## src/rtl/mdio_pkg.sv

```systemverilog
package mdio_pkg;
    localparam int CMD_W      = 14;
    localparam int DATA_W     = 16;
    localparam int FRAME_LEN  = 64;
    localparam int CNT_W      = $clog2(FRAME_LEN);

    localparam int BIT_BUSY   = 0;
    localparam int BIT_WR     = 1;
    localparam int SEL_LO     = 2;
    localparam int REG_LO     = 4;
    localparam int PHY_LO     = 9;

    localparam logic [CNT_W-1:0] PRE_LAST   = CNT_W'(31);
    localparam logic [CNT_W-1:0] HDR_LAST   = CNT_W'(45);
    localparam logic [CNT_W-1:0] TA_LAST    = CNT_W'(47);
    localparam logic [CNT_W-1:0] FRAME_LAST = CNT_W'(FRAME_LEN - 1);

    typedef enum logic [2:0] {
        ST_IDLE,
        ST_PRE,
        ST_HDR,
        ST_TA,
        ST_DAT
    } seq_state_e;
endpackage

```

## src/rtl/mdio_mdc_gen.sv

```systemverilog
module mdio_mdc_gen #(
    parameter int DIV_SEL0 = 42,
    parameter int DIV_SEL1 = 62,
    parameter int DIV_SEL2 = 102,
    parameter int DIV_SEL3 = 124
) (
    input  logic       clk,
    input  logic       rst_n,
    input  logic       run,
    input  logic [1:0] div_sel,
    output logic       mdc,
    output logic       rise_stb,
    output logic       end_stb
);
    localparam int MAX01 = (DIV_SEL0 > DIV_SEL1) ? DIV_SEL0 : DIV_SEL1;
    localparam int MAX23 = (DIV_SEL2 > DIV_SEL3) ? DIV_SEL2 : DIV_SEL3;
    localparam int DMAX  = (MAX01 > MAX23) ? MAX01 : MAX23;
    localparam int CW    = $clog2(DMAX + 1);

    int          div_n;
    logic [CW-1:0] cnt_q, last_v, half_v;

    always_comb begin
        unique case (div_sel)
            2'd0: div_n = DIV_SEL0;
            2'd1: div_n = DIV_SEL1;
            2'd2: div_n = DIV_SEL2;
            2'd3: div_n = DIV_SEL3;
        endcase
        last_v = CW'(div_n - 1);
        half_v = CW'(div_n / 2 - 1);
    end

    always_ff @(posedge clk or negedge rst_n) begin
        if (!rst_n) begin
            cnt_q <= '0;
            mdc   <= 1'b0;
        end else if (!run) begin
            cnt_q <= '0;
            mdc   <= 1'b0;
        end else begin
            cnt_q <= (cnt_q == last_v) ? '0 : cnt_q + 1'b1;
            if (cnt_q == half_v)
                mdc <= 1'b1;
            else if (cnt_q == last_v)
                mdc <= 1'b0;
        end
    end

    assign rise_stb = run && (cnt_q == half_v);
    assign end_stb  = run && (cnt_q == last_v);

    p_mdc_idle_low_r6: assert property (@(posedge clk) disable iff (!rst_n)
        !run |=> !mdc);
    p_cnt_in_range_r6: assert property (@(posedge clk) disable iff (!rst_n)
        cnt_q <= last_v);
endmodule

```

## src/rtl/mdio_frame_seq.sv

```systemverilog
module mdio_frame_seq
    import mdio_pkg::*;
(
    input  logic              clk,
    input  logic              rst_n,
    input  logic              start,
    input  logic              is_wr,
    input  logic [4:0]        phy_addr,
    input  logic [4:0]        reg_addr,
    input  logic [DATA_W-1:0] wdata,
    input  logic              rise_stb,
    input  logic              end_stb,
    input  logic              mdio_i,
    output logic              run,
    output logic              mdio_o,
    output logic              mdio_oe,
    output logic              done,
    output logic [DATA_W-1:0] rdata
);
    seq_state_e             state_q, state_d;
    logic [CNT_W-1:0]       bit_q;
    logic [FRAME_LEN-1:0]   shreg_q;
    logic                   wr_q;

    always_comb begin
        state_d = state_q;
        unique case (state_q)
            ST_IDLE: if (start) state_d = ST_PRE;
            ST_PRE:  if (end_stb && bit_q == PRE_LAST)   state_d = ST_HDR;
            ST_HDR:  if (end_stb && bit_q == HDR_LAST)   state_d = ST_TA;
            ST_TA:   if (end_stb && bit_q == TA_LAST)    state_d = ST_DAT;
            ST_DAT:  if (end_stb && bit_q == FRAME_LAST) state_d = ST_IDLE;
        endcase
    end

    always_ff @(posedge clk or negedge rst_n) begin
        if (!rst_n) begin
            state_q <= ST_IDLE;
            bit_q   <= '0;
            shreg_q <= '0;
            wr_q    <= 1'b0;
            rdata   <= '0;
        end else begin
            state_q <= state_d;
            if (state_q == ST_IDLE && start) begin
                bit_q   <= '0;
                wr_q    <= is_wr;
                rdata   <= '0;
                shreg_q <= {32'hFFFF_FFFF, 2'b01,
                            (is_wr ? 2'b01 : 2'b10),
                            phy_addr, reg_addr, 2'b10,
                            (is_wr ? wdata : 16'hFFFF)};
            end else if (state_q != ST_IDLE) begin
                if (end_stb) begin
                    shreg_q <= {shreg_q[FRAME_LEN-2:0], 1'b0};
                    bit_q   <= bit_q + 1'b1;
                end
                if (state_q == ST_DAT && !wr_q && rise_stb)
                    rdata <= {rdata[DATA_W-2:0], mdio_i};
            end
        end
    end

    always_comb begin
        run     = (state_q != ST_IDLE);
        mdio_o  = run & shreg_q[FRAME_LEN-1];
        mdio_oe = run && (wr_q || state_q == ST_PRE || state_q == ST_HDR);
        done    = (state_q == ST_DAT) && end_stb && (bit_q == FRAME_LAST);
    end

    p_release_on_read_r4: assert property (@(posedge clk) disable iff (!rst_n)
        ((state_q == ST_TA || state_q == ST_DAT) && !wr_q) |-> !mdio_oe);
    p_drive_on_write_r3: assert property (@(posedge clk) disable iff (!rst_n)
        (run && wr_q) |-> mdio_oe);
    p_done_to_idle_r7: assert property (@(posedge clk) disable iff (!rst_n)
        done |=> (state_q == ST_IDLE));
    p_idle_not_driven_r1: assert property (@(posedge clk) disable iff (!rst_n)
        (state_q == ST_IDLE) |-> !mdio_oe);
endmodule

```

## src/rtl/mdio_host_regs.sv

```systemverilog
module mdio_host_regs
    import mdio_pkg::*;
(
    input  logic              clk,
    input  logic              rst_n,
    input  logic              host_we,
    input  logic              host_sel,
    input  logic [DATA_W-1:0] host_wdata,
    input  logic              done,
    input  logic [DATA_W-1:0] rdata,
    output logic [CMD_W-1:0]  cmd_q,
    output logic [DATA_W-1:0] data_q
);
    logic busy;
    assign busy = cmd_q[BIT_BUSY];

    always_ff @(posedge clk or negedge rst_n) begin
        if (!rst_n) begin
            cmd_q  <= '0;
            data_q <= '0;
        end else begin
            if (done)
                cmd_q[BIT_BUSY] <= 1'b0;
            else if (host_we && host_sel && !busy)
                cmd_q <= host_wdata[CMD_W-1:0];

            if (done && !cmd_q[BIT_WR])
                data_q <= rdata;
            else if (host_we && !host_sel)
                data_q <= host_wdata;
        end
    end

    p_busy_clears_r7: assert property (@(posedge clk) disable iff (!rst_n)
        done |=> !cmd_q[BIT_BUSY]);
    p_cmd_hold_r8: assert property (@(posedge clk) disable iff (!rst_n)
        (busy && host_we && host_sel && !done) |=> (cmd_q == $past(cmd_q)));
    p_read_result_r5: assert property (@(posedge clk) disable iff (!rst_n)
        (done && !cmd_q[BIT_WR]) |=> (data_q == $past(rdata)));
endmodule

```

## src/rtl/mdio_mgmt_ctrl.sv

```systemverilog
module mdio_mgmt_ctrl
    import mdio_pkg::*;
#(
    parameter int DIV_SEL0 = 42,
    parameter int DIV_SEL1 = 62,
    parameter int DIV_SEL2 = 102,
    parameter int DIV_SEL3 = 124
) (
    input  logic              clk,
    input  logic              rst_n,
    input  logic              host_we,
    input  logic              host_sel,
    input  logic [DATA_W-1:0] host_wdata,
    output logic [CMD_W-1:0]  cmd_rdata,
    output logic [DATA_W-1:0] data_rdata,
    output logic              mdc,
    output logic              mdio_o,
    output logic              mdio_oe,
    input  logic              mdio_i
);
    logic [CMD_W-1:0]  cmd_q;
    logic [DATA_W-1:0] data_q, rdata;
    logic              run, rise_stb, end_stb, done;

    mdio_host_regs u_regs (
        .clk        (clk),
        .rst_n      (rst_n),
        .host_we    (host_we),
        .host_sel   (host_sel),
        .host_wdata (host_wdata),
        .done       (done),
        .rdata      (rdata),
        .cmd_q      (cmd_q),
        .data_q     (data_q)
    );

    mdio_mdc_gen #(
        .DIV_SEL0 (DIV_SEL0),
        .DIV_SEL1 (DIV_SEL1),
        .DIV_SEL2 (DIV_SEL2),
        .DIV_SEL3 (DIV_SEL3)
    ) u_clk (
        .clk      (clk),
        .rst_n    (rst_n),
        .run      (run),
        .div_sel  (cmd_q[SEL_LO+1:SEL_LO]),
        .mdc      (mdc),
        .rise_stb (rise_stb),
        .end_stb  (end_stb)
    );

    mdio_frame_seq u_seq (
        .clk      (clk),
        .rst_n    (rst_n),
        .start    (cmd_q[BIT_BUSY]),
        .is_wr    (cmd_q[BIT_WR]),
        .phy_addr (cmd_q[PHY_LO+4:PHY_LO]),
        .reg_addr (cmd_q[REG_LO+4:REG_LO]),
        .wdata    (data_q),
        .rise_stb (rise_stb),
        .end_stb  (end_stb),
        .mdio_i   (mdio_i),
        .run      (run),
        .mdio_o   (mdio_o),
        .mdio_oe  (mdio_oe),
        .done     (done),
        .rdata    (rdata)
    );

    assign cmd_rdata  = cmd_q;
    assign data_rdata = data_q;

    p_idle_mdc_low_r9: assert property (@(posedge clk) disable iff (!rst_n)
        (!cmd_q[BIT_BUSY] && !run) |=> !mdc);
endmodule

```

## config.mk

```make
export PLATFORM = sky130hd
export DESIGN_NAME = mdio_mgmt_ctrl
export DESIGN_NICKNAME = d
export VERILOG_FILES = /design/src/rtl/mdio_pkg.sv /design/src/rtl/mdio_mdc_gen.sv /design/src/rtl/mdio_frame_seq.sv /design/src/rtl/mdio_host_regs.sv /design/src/rtl/mdio_mgmt_ctrl.sv
export SDC_FILE = /design/constraint.sdc
export NUM_CORES = 1
export LEC_CHECK = 0
export BUFFER_PORTS_ARGS = -buffer_cell sky130_fd_sc_hd__buf_2
export CAP_MARGIN = 10
export CORE_MARGIN = 2
export CORE_UTILIZATION = 30
export CTS_BUF_LIST = sky130_fd_sc_hd__clkbuf_2
export DETAILED_ROUTE_END_ITERATION = 7
export HOLD_SLACK_MARGIN = 0.05
export PLACE_DENSITY = 0.55
export SLEW_MARGIN = 20
export SYNTH_ARGS = -nofsm -noshare
export SYNTH_HDL_FRONTEND = slang
export SYNTH_HIERARCHICAL = 1
export SYNTH_SLANG_ARGS = --single-unit
```

## constraint.sdc

```tcl
create_clock -name clk -period 6 [get_ports clk]
set_input_delay 0.3 -clock clk [delete_from_list [all_inputs] [get_ports clk]]
set_output_delay 0.3 -clock clk [all_outputs]
set_load 0.01 [all_outputs]
```

==> flow_metrics.py <==
metrics = {
    "status": {
        "status": "finished, final reports clean",
    },
    "synth": {
        "syn_inst": 615,
        "synthFlopType": "dfrtp_1",
        "async_flop_share_pct": 100,
        "synth_nets": 643,
        "ys_ff_latch": 128,
        "syn_area_mm2": 0.00599,
        "synth_seq_area_share_pct": 53.5,
        "yosysWarnings": 6,
        "yosysUniqueCellTypes": 54,
        "syn_area_per_cell_um2": 9.74,
        "synth_edf_count": 0,
    },
    "sta": {
        "tightest_slew_ps": 1120,
        "post-route-period-util_pct": 63.3,
        "slew_headroom_pct": 25.2,
        "post-route-min-period_ps": 3800,
        "drv_slew": 0,
        "clock.fmax_mhz": 263,
        "skew_ps": 38.9,
        "setup_tns_ps": 0,
        "finalSetupViolations": 0,
        "finalHoldViolCount": 0,
        "rsz0062_at_grt": "false",
        "holdWs_ps": 199,
    },
    "cells_and_area": {
        "final_cell_mix": "dfrtp_1 (128), nand2_1 (85), nor2_1 (58)",
        "fin_cells": 944,
        "fill_cells": 2060,
        "syn2layout_area_growth_pct": 14.6,
        "seq_area_mm2": 0.00320,
        "num-nets-final": 693,
        "layout_commonest_cell": "dfrtp_1",
        "multiInputGateArea_mm2": 0.00251,
        "post_route_cells_drive_above_1_share_pct": 17.0,
    },
    "global_route": {
        "grt_max_degree": 82,
        "grt_pass1_wl_um": 23600,
        "grt_pass1_vias": 4422,
        "grt_overflow": 0,
        "grt-busiest-layer": "met2",
        "grtUsageMet3_pct": 3.84,
        "grtUsageMet1_pct": 19.1,
        "gr-usage-all-layers_pct": 13.7,
        "antenna_found_initial": 1,
        "met2_usage_pct": 21.0,
    },
    "floorplan": {
        "die_area_mm2": 0.0211,
        "die_w_um": 145,
        "ioPinCount": 54,
        "fp.coreArea_mm2": 0.0195,
        "num_rows": 51,
        "start_util_pct": 30.7,
        "die_y_um": 145,
    },
    "run": {
        "drv_cap": 0,
    },
    "setup_path": {
        "cpMostUsedCell": "nor3_1",
        "cp_data_arrival_time_ps": 4400,
        "crit_type": "reg -> reg",
        "crit_fanout": 47,
        "reg2reg_depth": 9,
        "crit_path_end_kind": "register",
        "cp.depth": 9,
        "cp_slowest_cell": "o31a_2",
        "cp_cell_sequence": "inv_1, ha_1, a21oi_2, or3_4, a311oi_1, o31a_2, buf_4, nor3_1, nor3_1",
        "worst_ep_required_time_ps": 6600,
        "crit_path_start_kind": "register",
        "critPathBufInv": 2,
        "slowest_delay_ps": 950,
        "cp_top_family": "compound AO/OA/AOI/OAI gates",
    },
    "detailed_routing": {
        "wirelength_um": 13700,
        "wl_per_cell_um": 14.5,
        "first_pass_iters": 4,
        "vias_per_cell": 4.81,
        "drtAntennaViolNets": 0,
        "drc": 0,
        "vias": 4540,
        "drtIter0Drc": 330,
    },
    "clock_network": {
        "root_buffer": "clkbuf_2",
        "htree_levels": 4,
        "cts_buffers": 17,
        "clock_sinks": 128,
        "clkLatencyLatePin_ps": 680,
        "cts.clk_slew.worst_paths_ps": 220,
        "ctsResizeCount": 0,
        "cts_setup_buffers": 0,
        "hold_buffers": 20,
        "cts_tree": "built",
        "ctsLongestPathBuffers": 2,
    },
    "placed_design": {
        "hpwl_um": 8380,
        "port-buffer-count": 53,
        "gp_congestion": 0.746,
        "place_inst": 891,
    },
    "pwr": {
        "p_per_area_mw_per_mm2": 370,
        "finalPower_w": 0.00254,
        "p_leak_nw": 2.85,
        "ir_drop_mv": 0.177,
    },
    "min_path": {
        "hp-class": "in -> async",
    },
}
[cells by family after synthesis]
group	after synthesis	synth area share (%)
AND/OR/NAND/NOR	260	21.2
AO/OA/AOI/OAI	118	11.5
flip-flops	128	53.5
multiplexers	32	5.62
XOR/XNOR	13	1.90
buffers and inverters	57	4.89
adder cells (fa/ha/maj)	7	1.46
[layer usage]
layer	up-vias	wire, um	share of wire, %
li1	2225	-	-
met4	0	165	1.2
met2	98	6310	46
met3	13	607	4.4
met5	-	0	0
met1	2204	6640	48
[synth_stat cells (2+ instances only)]
cell      number  area share, %
o22ai_1        9           0.94
nor3b_1       16            2.0
inv_1         10           0.63
dfrtp_1      128             53
nor3b_2        2           0.42
buf_1          2           0.13
nand4_1        5           0.52
buf_4          6           0.75
nand2_1       85            5.3
xnor2_1        9            1.3
a21oi_1       35            2.9
nand2b_1       4           0.42
clkbuf_1      21            1.3
ha_1           7            1.5
xor2_1         4           0.58
nor3_1        44            3.7
mux2i_1       19            3.2
buf_6          3           0.56
nor2_1        58            3.6
a31oi_1        2           0.21
mux2_2        13            2.4
nand3_1       29            2.4
and4bb_2       2           0.42
buf_2         13            1.1
o21ai_0       57            4.8
nor2b_1        4           0.42
[area by class of cell]
| type | count | area share [%] |
|---|---|---|
| diodes | 1 | 0.0364 |
| clock buffers | 17 | 1.24 |
| clock inverters | 15 | 2.79 |
| inverters | 10 | 0.547 |
| multi-input cells | 430 | 36.5 |
| flip-flops and latches | 128 | 46.6 |
| well taps | 265 | 4.83 |
| repair buffers | 78 | 7.42 |
[final timing paths]
check	from	endpoint	slack (ps)
worst max-delay path	u_regs/cmd_q[2]	u_seq/shreg_q[11]	2200
worst min-delay path	rst_n	u_seq/rdata[5]	200
worst max register to register	u_regs/cmd_q[2]	u_seq/shreg_q[11]	2200
worst min register to register	u_seq/shreg_q[62]	u_seq/shreg_q[63]	460
max in group asynchronous	rst_n	u_seq/shreg_q[38]	4670
min in group clk	host_we	u_regs/cmd_q[1]	220
[report_power, final]
part / leakage [nW] / switching, W / internal, W
combinational: 1.25 / 0.000329 / 0.000296
clock: 0.157 / 0.000333 / 0.000272
sequential: 1.44 / 0.000195 / 0.00112
total: 2.85 / 0.000857 / 0.00168
[flip-flops by register name (all words and copies together) (netlist names)]
signal / count
u_seq/bit_q: 6
u_seq/rdata: 16
u_regs/data_q: 16
u_clk/mdc: 1
u_clk/cnt_q: 7
u_seq/state_q: 3
u_regs/cmd_q: 14
u_seq/shreg_q: 64
u_seq/wr_q: 1
[through the flow]
| step | instance area [um2] | setup slack, ps | utilization (%) |
|---|---|---|---|
| 4_1_cts | 6850 | 1890 | 35.1 |
| 2_1_floorplan | 5990 | 2820 | - |
| 6_report | 6870 | 2200 | 35.2 |
| 3_5_place_dp | 6370 | 1930 | 32.6 |
| 5_1_grt | 6870 | 1920 | 35.2 |
| 3_3_place_gp | 6370 | 2070 | 32.6 |
[worst reg2reg max path, stage by stage, from the launching register on]
cell and delay [ps]:
dfrtp_1 480, inv_1 100, ha_1 310, a21oi_2 90, or3_4 390, a311oi_1 790, o31a_2 950, buf_4 400
nor3_1 80, nor3_1 150
Note: power is estimated with default switching activity, not from simulation.
